<file path="config.mk">
export PLATFORM = sky130hd
export DESIGN_NAME = i2c_regseq
export DESIGN_NICKNAME = d
export VERILOG_FILES = /design/src/rtl/i2c_regseq.sv
export SDC_FILE = /design/constraint.sdc
export NUM_CORES = 1
export LEC_CHECK = 0
export ABC_AREA = 0
export BUFFER_PORTS_ARGS = -buffer_cell sky130_fd_sc_hd__buf_4
export CAP_MARGIN = 15
export CORE_UTILIZATION = 40
export DETAILED_ROUTE_END_ITERATION = 10
export HOLD_SLACK_MARGIN = 0.05
export PLACE_DENSITY = 0.65
export SLEW_MARGIN = 20
export SYNTH_ARGS = -nofsm -noshare
export SYNTH_HDL_FRONTEND = slang
export SYNTH_SLANG_ARGS = --single-unit
</file>
<file path="constraint.sdc">
create_clock -name clk -period 3.05 [get_ports clk]
set_clock_uncertainty 0.05 [all_clocks]
set_input_delay 0.1525 -clock clk [delete_from_list [all_inputs] [get_ports clk]]
set_output_delay 0.1525 -clock clk [all_outputs]
set_load 0.005 [all_outputs]
</file>
<file path="src/rtl/i2c_regseq.sv">
module i2c_regseq (
  input  logic        clk,
  input  logic        rst_n,
  input  logic        req_valid,
  input  logic        req_write,
  input  logic        req_addr16,
  input  logic        req_data16,
  input  logic [6:0]  req_dev,
  input  logic [15:0] req_reg,
  input  logic [15:0] req_wdata,
  output logic        busy,
  output logic        done,
  output logic [1:0]  result,
  output logic [15:0] rdata,
  output logic        cmd_valid,
  output logic [1:0]  cmd_op,
  output logic [7:0]  cmd_byte,
  output logic        cmd_mack,
  input  logic        rsp_valid,
  input  logic        rsp_nack,
  input  logic [7:0]  rsp_data
);

  typedef enum logic [3:0] {
    S_IDLE, S_START, S_DEV, S_REGH, S_REGL, S_RSTART, S_DEVR, S_DATH, S_DATL, S_STOP
  } st_t;

  localparam logic [1:0] OP_START = 2'd0, OP_WR = 2'd1, OP_RD = 2'd2, OP_STOP = 2'd3;
  localparam logic [1:0] RES_OK = 2'd0, RES_DEVN = 2'd1, RES_INC = 2'd2;

  st_t         st;
  logic        wr_q, a16_q, d16_q;
  logic [6:0]  dev_q;
  logic [15:0] reg_q, wd_q;
  logic [1:0]  fail_code;

  assign busy      = (st != S_IDLE);
  assign cmd_valid = busy;
  assign fail_code = wr_q ? RES_INC : RES_DEVN;

  always_comb begin
    cmd_op   = OP_START;
    cmd_byte = 8'h00;
    cmd_mack = 1'b0;
    case (st)
      S_DEV:   begin cmd_op = OP_WR; cmd_byte = {dev_q, 1'b0}; end
      S_REGH:  begin cmd_op = OP_WR; cmd_byte = reg_q[15:8]; end
      S_REGL:  begin cmd_op = OP_WR; cmd_byte = reg_q[7:0]; end
      S_DEVR:  begin cmd_op = OP_WR; cmd_byte = {dev_q, 1'b1}; end
      S_DATH:  if (wr_q) begin cmd_op = OP_WR; cmd_byte = wd_q[15:8]; end
               else cmd_op = OP_RD;
      S_DATL:  if (wr_q) begin cmd_op = OP_WR; cmd_byte = wd_q[7:0]; end
               else begin cmd_op = OP_RD; cmd_mack = 1'b1; end
      S_STOP:  cmd_op = OP_STOP;
      default: cmd_op = OP_START;
    endcase
  end

  always_ff @(posedge clk or negedge rst_n) begin
    if (!rst_n) begin
      st     <= S_IDLE;
      done   <= 1'b0;
      result <= RES_OK;
      rdata  <= 16'h0;
      wr_q   <= 1'b0;
      a16_q  <= 1'b0;
      d16_q  <= 1'b0;
      dev_q  <= 7'h0;
      reg_q  <= 16'h0;
      wd_q   <= 16'h0;
    end else begin
      done <= 1'b0;
      if (st == S_IDLE) begin
        if (req_valid) begin
          wr_q   <= req_write;
          a16_q  <= req_addr16;
          d16_q  <= req_data16;
          dev_q  <= req_dev;
          reg_q  <= req_reg;
          wd_q   <= req_wdata;
          rdata  <= 16'h0;
          result <= RES_OK;
          st     <= S_START;
        end
      end else if (rsp_valid) begin
        case (st)
          S_START:  st <= S_DEV;
          S_DEV:    if (rsp_nack) begin result <= RES_DEVN; st <= S_STOP; end
                    else st <= a16_q ? S_REGH : S_REGL;
          S_REGH:   if (rsp_nack) begin result <= fail_code; st <= S_STOP; end
                    else st <= S_REGL;
          S_REGL:   if (rsp_nack) begin result <= fail_code; st <= S_STOP; end
                    else if (!wr_q) st <= S_RSTART;
                    else st <= d16_q ? S_DATH : S_DATL;
          S_RSTART: st <= S_DEVR;
          S_DEVR:   if (rsp_nack) begin result <= RES_DEVN; st <= S_STOP; end
                    else st <= d16_q ? S_DATH : S_DATL;
          S_DATH:   if (!wr_q) begin rdata[15:8] <= rsp_data; st <= S_DATL; end
                    else if (rsp_nack) begin result <= RES_INC; st <= S_STOP; end
                    else st <= S_DATL;
          S_DATL:   begin
                      if (!wr_q) rdata[7:0] <= rsp_data;
                      else if (rsp_nack) result <= RES_INC;
                      st <= S_STOP;
                    end
          S_STOP:   begin st <= S_IDLE; done <= 1'b1; end
          default:  st <= S_IDLE;
        endcase
      end
    end
  end

  p_done_pulse_r9: assert property (@(posedge clk) disable iff (!rst_n) done |=> !done);

  p_idle_quiet_r9: assert property (@(posedge clk) disable iff (!rst_n) !busy |-> !cmd_valid);

  p_cmd_hold_r10: assert property (@(posedge clk) disable iff (!rst_n)
    cmd_valid && !rsp_valid |=> cmd_valid && $stable(cmd_op) && $stable(cmd_byte) && $stable(cmd_mack));

  p_done_after_stop_r8: assert property (@(posedge clk) disable iff (!rst_n)
    done |-> $past(cmd_valid && rsp_valid && cmd_op == OP_STOP));

  p_code_legal_r7: assert property (@(posedge clk) disable iff (!rst_n) done |-> result != 2'd3);

  p_read_code_r6: assert property (@(posedge clk) disable iff (!rst_n)
    done && !wr_q |-> result != RES_INC);

endmodule

</file>
==> results of run 1 <==
[how the worst min path moves through the flow]
stage / slack, ns / depth (start not counted) / startpoint / endpoint
floorplan: -0.19 / 0 / rst_n / a16_q
finish: 0.18 / 4 / req_valid / result[0]
global route: 0.17 / 4 / req_valid / result[0]
CTS: 0.17 / 4 / req_valid / result[0]
detailed placement: 0.26 / 1 / rst_n / done
global placement: 0.25 / 1 / rst_n / done
[area by class of cell]
| type | instances | area share (%) |
|---|---|---|
| tap | 99 | 2.74 |
| sequential | 65 | 35.9 |
| timing repair buffer | 140 | 26.1 |
| clock inverter | 7 | 1.77 |
| inverter | 5 | 0.415 |
| clock buffer | 9 | 2.74 |
| multi-input combinational | 269 | 30.3 |
[timing repair]
item	in CTS	in global routing
endpoints found under the hold margin	125	0
hold buffers	52	0
setup endpoints to repair	0	0
[tightest hold or removal path, stage by stage]
cell	delay (ns)
sky130_fd_sc_hd__buf_4	0.12
sky130_fd_sc_hd__nand3_2	0.07
sky130_fd_sc_hd__a211oi_2	0.08
sky130_fd_sc_hd__mux2i_1	0.11
[power groups by stage]
stage                     Sequential, mW  Combinational, mW  Clock [mW]
final                               1.49               1.36       0.749
after global routing                1.54               1.54       0.807
after CTS                           1.49               1.37       0.771
after detailed placement            1.51               1.31           0
after global placement              1.50               1.28           0
after floorplan                     1.37              0.941           0
[flip-flops by register name, summed over array words and instances (netlist names)]
name,cells
done,1
a16_q,1
wd_q,16
result,2
d16_q,1
wr_q,1
reg_q,16
rdata,16
st,4
dev_q,7
[metrics by stage]
step / instances / utilization [%]
3_5_place_dp: 526 / 51.3
2_1_floorplan: 363 / -
6_report: 594 / 61.1
4_1_cts: 594 / 61.1
3_3_place_gp: 526 / 51.3
5_1_grt: 594 / 61.1
[cells in the final DEF, fill, tap and decap left out, types with 2 or more instances in the layout]
master / instances
sky130_fd_sc_hd__a22oi_1: 15
sky130_fd_sc_hd__o22ai_1: 2
sky130_fd_sc_hd__nor2_1: 12
sky130_fd_sc_hd__nand2_1: 159
sky130_fd_sc_hd__o211ai_1: 3
sky130_fd_sc_hd__inv_1: 3
sky130_fd_sc_hd__o21ai_1: 2
sky130_fd_sc_hd__and3_1: 3
sky130_fd_sc_hd__nand3_2: 2
sky130_fd_sc_hd__nor2b_1: 4
sky130_fd_sc_hd__nor2_2: 2
sky130_fd_sc_hd__inv_2: 2
sky130_fd_sc_hd__buf_4: 88
sky130_fd_sc_hd__nor3_1: 2
sky130_fd_sc_hd__a31oi_1: 3
sky130_fd_sc_hd__o22ai_2: 2
sky130_fd_sc_hd__o21ai_0: 16
sky130_fd_sc_hd__nand3_1: 2
sky130_fd_sc_hd__dlygate4sd3_1: 52
sky130_fd_sc_hd__o221ai_1: 7
sky130_fd_sc_hd__a22o_1: 8
sky130_fd_sc_hd__a21oi_1: 6
sky130_fd_sc_hd__clkbuf_8: 9
sky130_fd_sc_hd__clkinv_4: 3
sky130_fd_sc_hd__dfrtp_1: 65
[layer usage]
layer	wire [um]	vias to the layer above	global-route usage, %
li1	-	1479	-
met1	3780	1415	29.1
met2	4240	129	35.9
met3	517	14	5.89
met4	121	0	5.65
met5	0	-	0
[kinds of logic after synthesis]
family	count (synthesis)
compound gates	71
buf+inv	29
flops	65
mux	2
simple gates	196
==> flow_summary.toml, run 1 <==
[yosys]
share_of_async_settable_or_async_resettable_flops_after_synthesis_pct = 100
post_synth_inst_count = 363
yosysUniqueCellTypes = 45
synthAdderAreaFrac_pct = 0
synth_flop_cell = "sky130_fd_sc_hd__dfrtp_1"
synth-compound-area-share_pct = 16.2
post_synth.cell_area_avg_um2 = 8.65
cell_taking_the_most_area_after_synthesis = "sky130_fd_sc_hd__dfrtp_1"
synth_sequential_area_ratio_pct = 51.8
synth_edf_count = 0
post-synth-top-count-cell = "sky130_fd_sc_hd__nand2_1"
muxShareOfSynthArea_pct = 0.677
synth_top_family_by_area = "simple AND/OR/NAND/NOR gates"
top_cells_by_area_synth = "sky130_fd_sc_hd__dfrtp_1, sky130_fd_sc_hd__nand2_1, sky130_fd_sc_hd__a22oi_1, sky130_fd_sc_hd__o21ai_0, sky130_fd_sc_hd__a22o_1"
yosys.area_share.simple_pct = 26.9
post_synthesis_instance_area_um2 = 3140
yosys.area.top_type_share_pct = 51.8
synth_fp_nets = 418
postSynthRegisterBits = 65
yosysWarningCount = 0
synth-xor-area-share_pct = 0
ys_top_cells_by_count = "sky130_fd_sc_hd__nand2_1, sky130_fd_sc_hd__dfrtp_1, sky130_fd_sc_hd__o21ai_0"

[die]
floorplan.die.width_um = 90.6
die-height_um = 90.6
design.die.area_um2 = 8210
core-area_um2 = 7410
starting_density_of_the_core_pct = 42.4
std_cell_rows = 31
boundaryPins = 87

[drt]
totalWireLength_mm = 8.66
detail_route.wl_per_cell_um = 14.6
final_antenna_net_count = 0
drt_iter0_markers = 200
via_per_inst = 5.11
drt_pre_antenna_iters = 5
remaining_drc_errors = 0
via_count = 3037

[placed_design]
pre_cts_slack_ns = 0.838
place.detailed.hpwl_mm = 5.53
post_dp_cell_area_um2 = 3800
gp_congestion = 0.821
port-buffer-count = 86

[cells_and_area]
multi_input_comb_area_um2 = 1370
layout.area.seq_um2 = 1630
final_net_count = 545
drive_gt1_share_pct = 23.8
diodes = 0
syn_to_final_growth_pct = 44.1
final_design_area_no_fill_um2 = 4530
layout.filler_cells = 642

[pwr]
cellPowerDensity_nw_per_um2 = 797
power.share.clock_pct = 20.8
power_switching_share_pct = 38.9
seqPwrFrac_pct = 41.4
leakagePower_nw = 2.22
power.total_mw = 3.61
cellInternalPower_mw = 2.20
netSwitchingPower_mw = 1.40
vdd.ir_drop.worst_mv = 0.384
combinationalPowerShare_pct = 37.8

[cts]
cts_resized = 0
tritoncts = "yes"
post-cts-setup-buffer-count = 0
cts_inserted_buffers = 9
htree_num_levels = 3
numClockSinks = 65
clock_latency_ns = 0.34
clk_pin_slew_ns = 0.08
clockBufferDepth = 2
root_buffer = "sky130_fd_sc_hd__clkbuf_8"

[timing]
final.period_utilization_pct = 87.2
hold-worst-slack_ns = 0.182
relative_max_transition_margin_pct = 43.7
finalHoldViolations = 0
final_worst_path_setup_slack_ns = 0.390
max_frequency_mhz = 376
period_minus_slack_ns = 2.66
tightestPinTransition_ns = 0.844
grt_setup_unrepaired = "no"
timing.setup.tns_ns = 0
report.final.slew_viol_count = 0
setup_viol_count_final = 0

[outcome]
run_status = "completed"

[critical_path]
worstPathRequired_ns = 2.85
cpLargestDelayFamily = "simple AND/OR/NAND/NOR gates"
path_depth = 5
cp_slowest_cell = "sky130_fd_sc_hd__dfrtp_1"
regToRegEndpoint = "reg_q[6]"
worstPathMaxFanout = 21
critPathCaptureType = "output pin"
critPathBufInv = 1
cp.arrival_ns = 2.46
r2r.worst_path.cells = 5
r2r_setup_slack_ns = 0.87
slowest_delay_ns = 0.62
critical_path.reg2reg.startpoint = "st[3]"
cp-start-kind = "flip-flop"
startpoint = "st[3]"
setup.worst_path.end = "cmd_byte[6]"
critical_path.cell_chain = "nand2b_1 > nor3_4 > a22oi_1 > o221ai_1 > buf_4"
crit_type = "flip-flop to output pin"

[hold_path]
hold_crit_path_type = "primary input to flip-flop"

[run]
maxCapViolCount = 0

[global_routing]
globalRouteTotalUtil_pct = 22.1
maximum_number_of_pins_on_one_net_before_global_route_repair = 66
grt_first_pass_wirelength_mm = 14.2
vias_in_the_first_global_route = 2910
grt.overflow.total = 0
grt_antenna_before_repair = 0
Note: power is estimated with default switching activity, not from simulation.
==> inputs of run 2 (changes only) <==
--- a/config.mk
+++ b/config.mk
@@ -5,7 +5,7 @@
 export SDC_FILE = /design/constraint.sdc
 export NUM_CORES = 1
 export LEC_CHECK = 0
-export ABC_AREA = 0
+export ABC_AREA = 1
 export BUFFER_PORTS_ARGS = -buffer_cell sky130_fd_sc_hd__buf_4
 export CAP_MARGIN = 15
 export CORE_UTILIZATION = 40
==> run 2 against run 1 <==
Utilization shrank 2.2 points; sequential power barely moved; die area increased by 2.1%; total power rose by 9.7%; first-iteration DRC count grew 5.5%; cell area increased by 0.47%; worst hold slack got worse by 0.085 ns; synthesized area grew 2.2%; register-to-register slack better by 0.22 ns; flip-flop and latch count is the same.
==> flow_summary.toml, run 2 <==
[timing]
setup_viol_count_final = 0
relative_max_transition_margin_pct = 39.3
final.period_utilization_pct = 70.2
report.final.slew_viol_count = 0
max_frequency_mhz = 467
period_minus_slack_ns = 2.14
finalHoldViolations = 0
final_worst_path_setup_slack_ns = 0.909
grt_setup_unrepaired = "no"
tightestPinTransition_ns = 0.909
timing.setup.tns_ns = 0

[drt]
totalWireLength_mm = 8.51
drt_pre_antenna_iters = 5
via_count = 3111
remaining_drc_errors = 0
final_antenna_net_count = 0
drt_iter0_markers = 211
detail_route.wl_per_cell_um = 13.2
via_per_inst = 4.81

[hold_path]
worst_hold_startpoint = "rsp_data[7]"
hold_crit_path_type = "primary input to flip-flop"

[pwr]
power_switching_share_pct = 40.1
combinationalPowerShare_pct = 43.3
cellPowerDensity_nw_per_um2 = 870
leakagePower_nw = 2.40
netSwitchingPower_mw = 1.59
power.share.clock_pct = 18.5
seqPwrFrac_pct = 38.2
vdd.ir_drop.worst_mv = 0.500
cellInternalPower_mw = 2.37

[critical_path]
critical_path.reg2reg.startpoint = "st[1]"
critPathCaptureType = "output pin"
cp.arrival_ns = 1.94
critical_path.cell_chain = "nand2_2 > inv_1 > nand2_1 > inv_1 > a21oi_1 > nand3_1 > buf_4"
critPathBufInv = 3
cp_slowest_cell = "sky130_fd_sc_hd__dfrtp_1"
cp-start-kind = "flip-flop"
crit_type = "flip-flop to output pin"
startpoint = "st[1]"
worstPathRequired_ns = 2.85
cpLargestDelayFamily = "simple AND/OR/NAND/NOR gates"
slowest_delay_ns = 0.50
worstPathMaxFanout = 9
path_common_cell = "sky130_fd_sc_hd__inv_1"

[placed_design]
place_inst = 588
gp_congestion = 0.928
pre_cts_slack_ns = 1.12
post_dp_cell_area_um2 = 3910
port-buffer-count = 86
place.detailed.hpwl_mm = 5.54

[global_routing]
grt.overflow.total = 0
vias_in_the_first_global_route = 3050
maximum_number_of_pins_on_one_net_before_global_route_repair = 66
grt_first_pass_wirelength_mm = 14.2
globalRouteTotalUtil_pct = 21.6
grt_antenna_before_repair = 0

[cts]
cts_resized = 0
tritoncts = "yes"
clock_latency_ns = 0.33
numClockSinks = 65
cts_inserted_buffers = 9
clk_pin_slew_ns = 0.07
htree_num_levels = 3
clockBufferDepth = 2
root_buffer = "sky130_fd_sc_hd__clkbuf_8"

[yosys]
yosysWarningCount = 0
ys_top_cells_by_count = "sky130_fd_sc_hd__nand2_1, sky130_fd_sc_hd__dfrtp_1, sky130_fd_sc_hd__nand3_1"
share_of_async_settable_or_async_resettable_flops_after_synthesis_pct = 100
post_synth.cell_area_avg_um2 = 7.75
cell_taking_the_most_area_after_synthesis = "sky130_fd_sc_hd__dfrtp_1"
post_synthesis_instance_area_um2 = 3210
yosys.area.top_type_share_pct = 50.7
post_synth_inst_count = 414
synth_edf_count = 0
synth_sequential_area_ratio_pct = 50.7
top_cells_by_area_synth = "sky130_fd_sc_hd__dfrtp_1, sky130_fd_sc_hd__nand2_1, sky130_fd_sc_hd__nand3_1, sky130_fd_sc_hd__inv_1, sky130_fd_sc_hd__o21ai_0"
synth_flop_cell = "sky130_fd_sc_hd__dfrtp_1"
synth_fp_nets = 469
postSynthRegisterBits = 65
yosysUniqueCellTypes = 27
post-synth-top-count-cell = "sky130_fd_sc_hd__nand2_1"

[cells_and_area]
final_net_count = 596
multi_input_comb_area_um2 = 1320
most_frequent_cells_in_the_layout = "sky130_fd_sc_hd__nand2_1, sky130_fd_sc_hd__buf_4, sky130_fd_sc_hd__dfrtp_1"
drive_gt1_share_pct = 22.8
biggest_registers_after_layout = "rdata: 16 flops, reg_q: 16 flops, wd_q: 16 flops"
layout.area.seq_um2 = 1630
diodes = 0
layout_commonest_cell = "sky130_fd_sc_hd__nand2_1"
syn_to_final_growth_pct = 41.7
final_design_area_no_fill_um2 = 4550
fin_cells = 647
layout.filler_cells = 701

[die]
floorplan.die.width_um = 91.6
core-area_um2 = 7730
boundaryPins = 87
starting_density_of_the_core_pct = 41.5
design.die.area_um2 = 8390
std_cell_rows = 32
die-height_um = 91.6

[run]
maxCapViolCount = 0

[outcome]
run_status = "completed"
## run 2: changes by cell type in the layout (fill, tap and decap cells not counted), moves of 8 or more
cell                            before  now
sky130_fd_sc_hd__a22o_1              8    0
sky130_fd_sc_hd__a22oi_1            15    2
sky130_fd_sc_hd__dlygate4sd3_1      52   44
sky130_fd_sc_hd__inv_1               3   43
sky130_fd_sc_hd__nand2_1           159  148
sky130_fd_sc_hd__nand3_1             2   45
sky130_fd_sc_hd__o21ai_1             2   16
## run 2: kinds of logic after synthesis
logic type             Yosys count  share of synthesized area, %
and+or+nand+nor                228                          31.1
DFF                             65                          50.7
buffers and inverters           64                          8.15
AOI/OAI and AO/OA               57                          10.1
## run 2: timing repair
item                       CTS  global route
setup endpoints to repair    0             0
hold endpoints to repair   108             0
hold buffers                44             0
setup buffers                0             0
## run 2: layer usage
| metal | track usage (%) | up-vias | share of wire, % |
|---|---|---|---|
| li1 | - | 1566 | - |
| met1 | 30.0 | 1434 | 46 |
| met2 | 34.3 | 99 | 48 |
| met3 | 3.27 | 12 | 5.0 |
| met4 | 7.54 | 0 | 1.1 |
| met5 | 0 | - | 0 |
## run 2: final timing paths
| check | to | slack, ns | cells past startpoint |
|---|---|---|---|
| min in group asynchronous | rdata[8] | 0.41 | 2 |
| setup reg to reg | reg_q[9] | 1.09 | 4 |
| setup / recovery | cmd_byte[5] | 0.91 | 7 |
| hold / removal | rdata[7] | 0.1 | 5 |
| max in group asynchronous | reg_q[13] | 1.98 | 2 |
| hold reg to reg | result[1] | 0.43 | 2 |
## run 2: area by class of cell
class | count | area share [%]
Sequential cell | 65 | 35.8
Multi-Input combinational cell | 285 | 29.1
Timing Repair Buffer | 131 | 24.0
Inverter | 49 | 4.04
Clock buffer | 12 | 3.41
Tap cell | 102 | 2.81
Clock inverter | 3 | 0.880
## run 2: per-stage QoR
| stage | hold WS, ns | util [%] | total power, mW |
|---|---|---|---|
| after floorplan | -0.193 | - | 2.59 |
| after global placement | 0.265 | 50.6 | 3.15 |
| after detailed placement | 0.269 | 50.6 | 3.19 |
| after CTS | 0.0870 | 58.9 | 3.98 |
| after global routing | 0.101 | 58.9 | 4.29 |
| final | 0.0974 | 58.9 | 3.96 |
## run 2: power by group through the flow
| stage | registers [mW] | clock network (mW) | logic [mW] |
|---|---|---|---|
| detailed placement | 1.52 | 0 | 1.67 |
| CTS | 1.51 | 0.751 | 1.72 |
| floorplan | 1.44 | 0 | 1.15 |
| global route | 1.56 | 0.789 | 1.94 |
| finish | 1.51 | 0.733 | 1.71 |
| global placement | 1.51 | 0 | 1.64 |
## run 2: worst register-to-register path: stages (launching register included)
cell	delay (ns)
sky130_fd_sc_hd__dfrtp_1	0.50
sky130_fd_sc_hd__nor2_4	0.25
sky130_fd_sc_hd__nand3_4	0.10
sky130_fd_sc_hd__inv_2	0.67
sky130_fd_sc_hd__o21ai_0	0.22
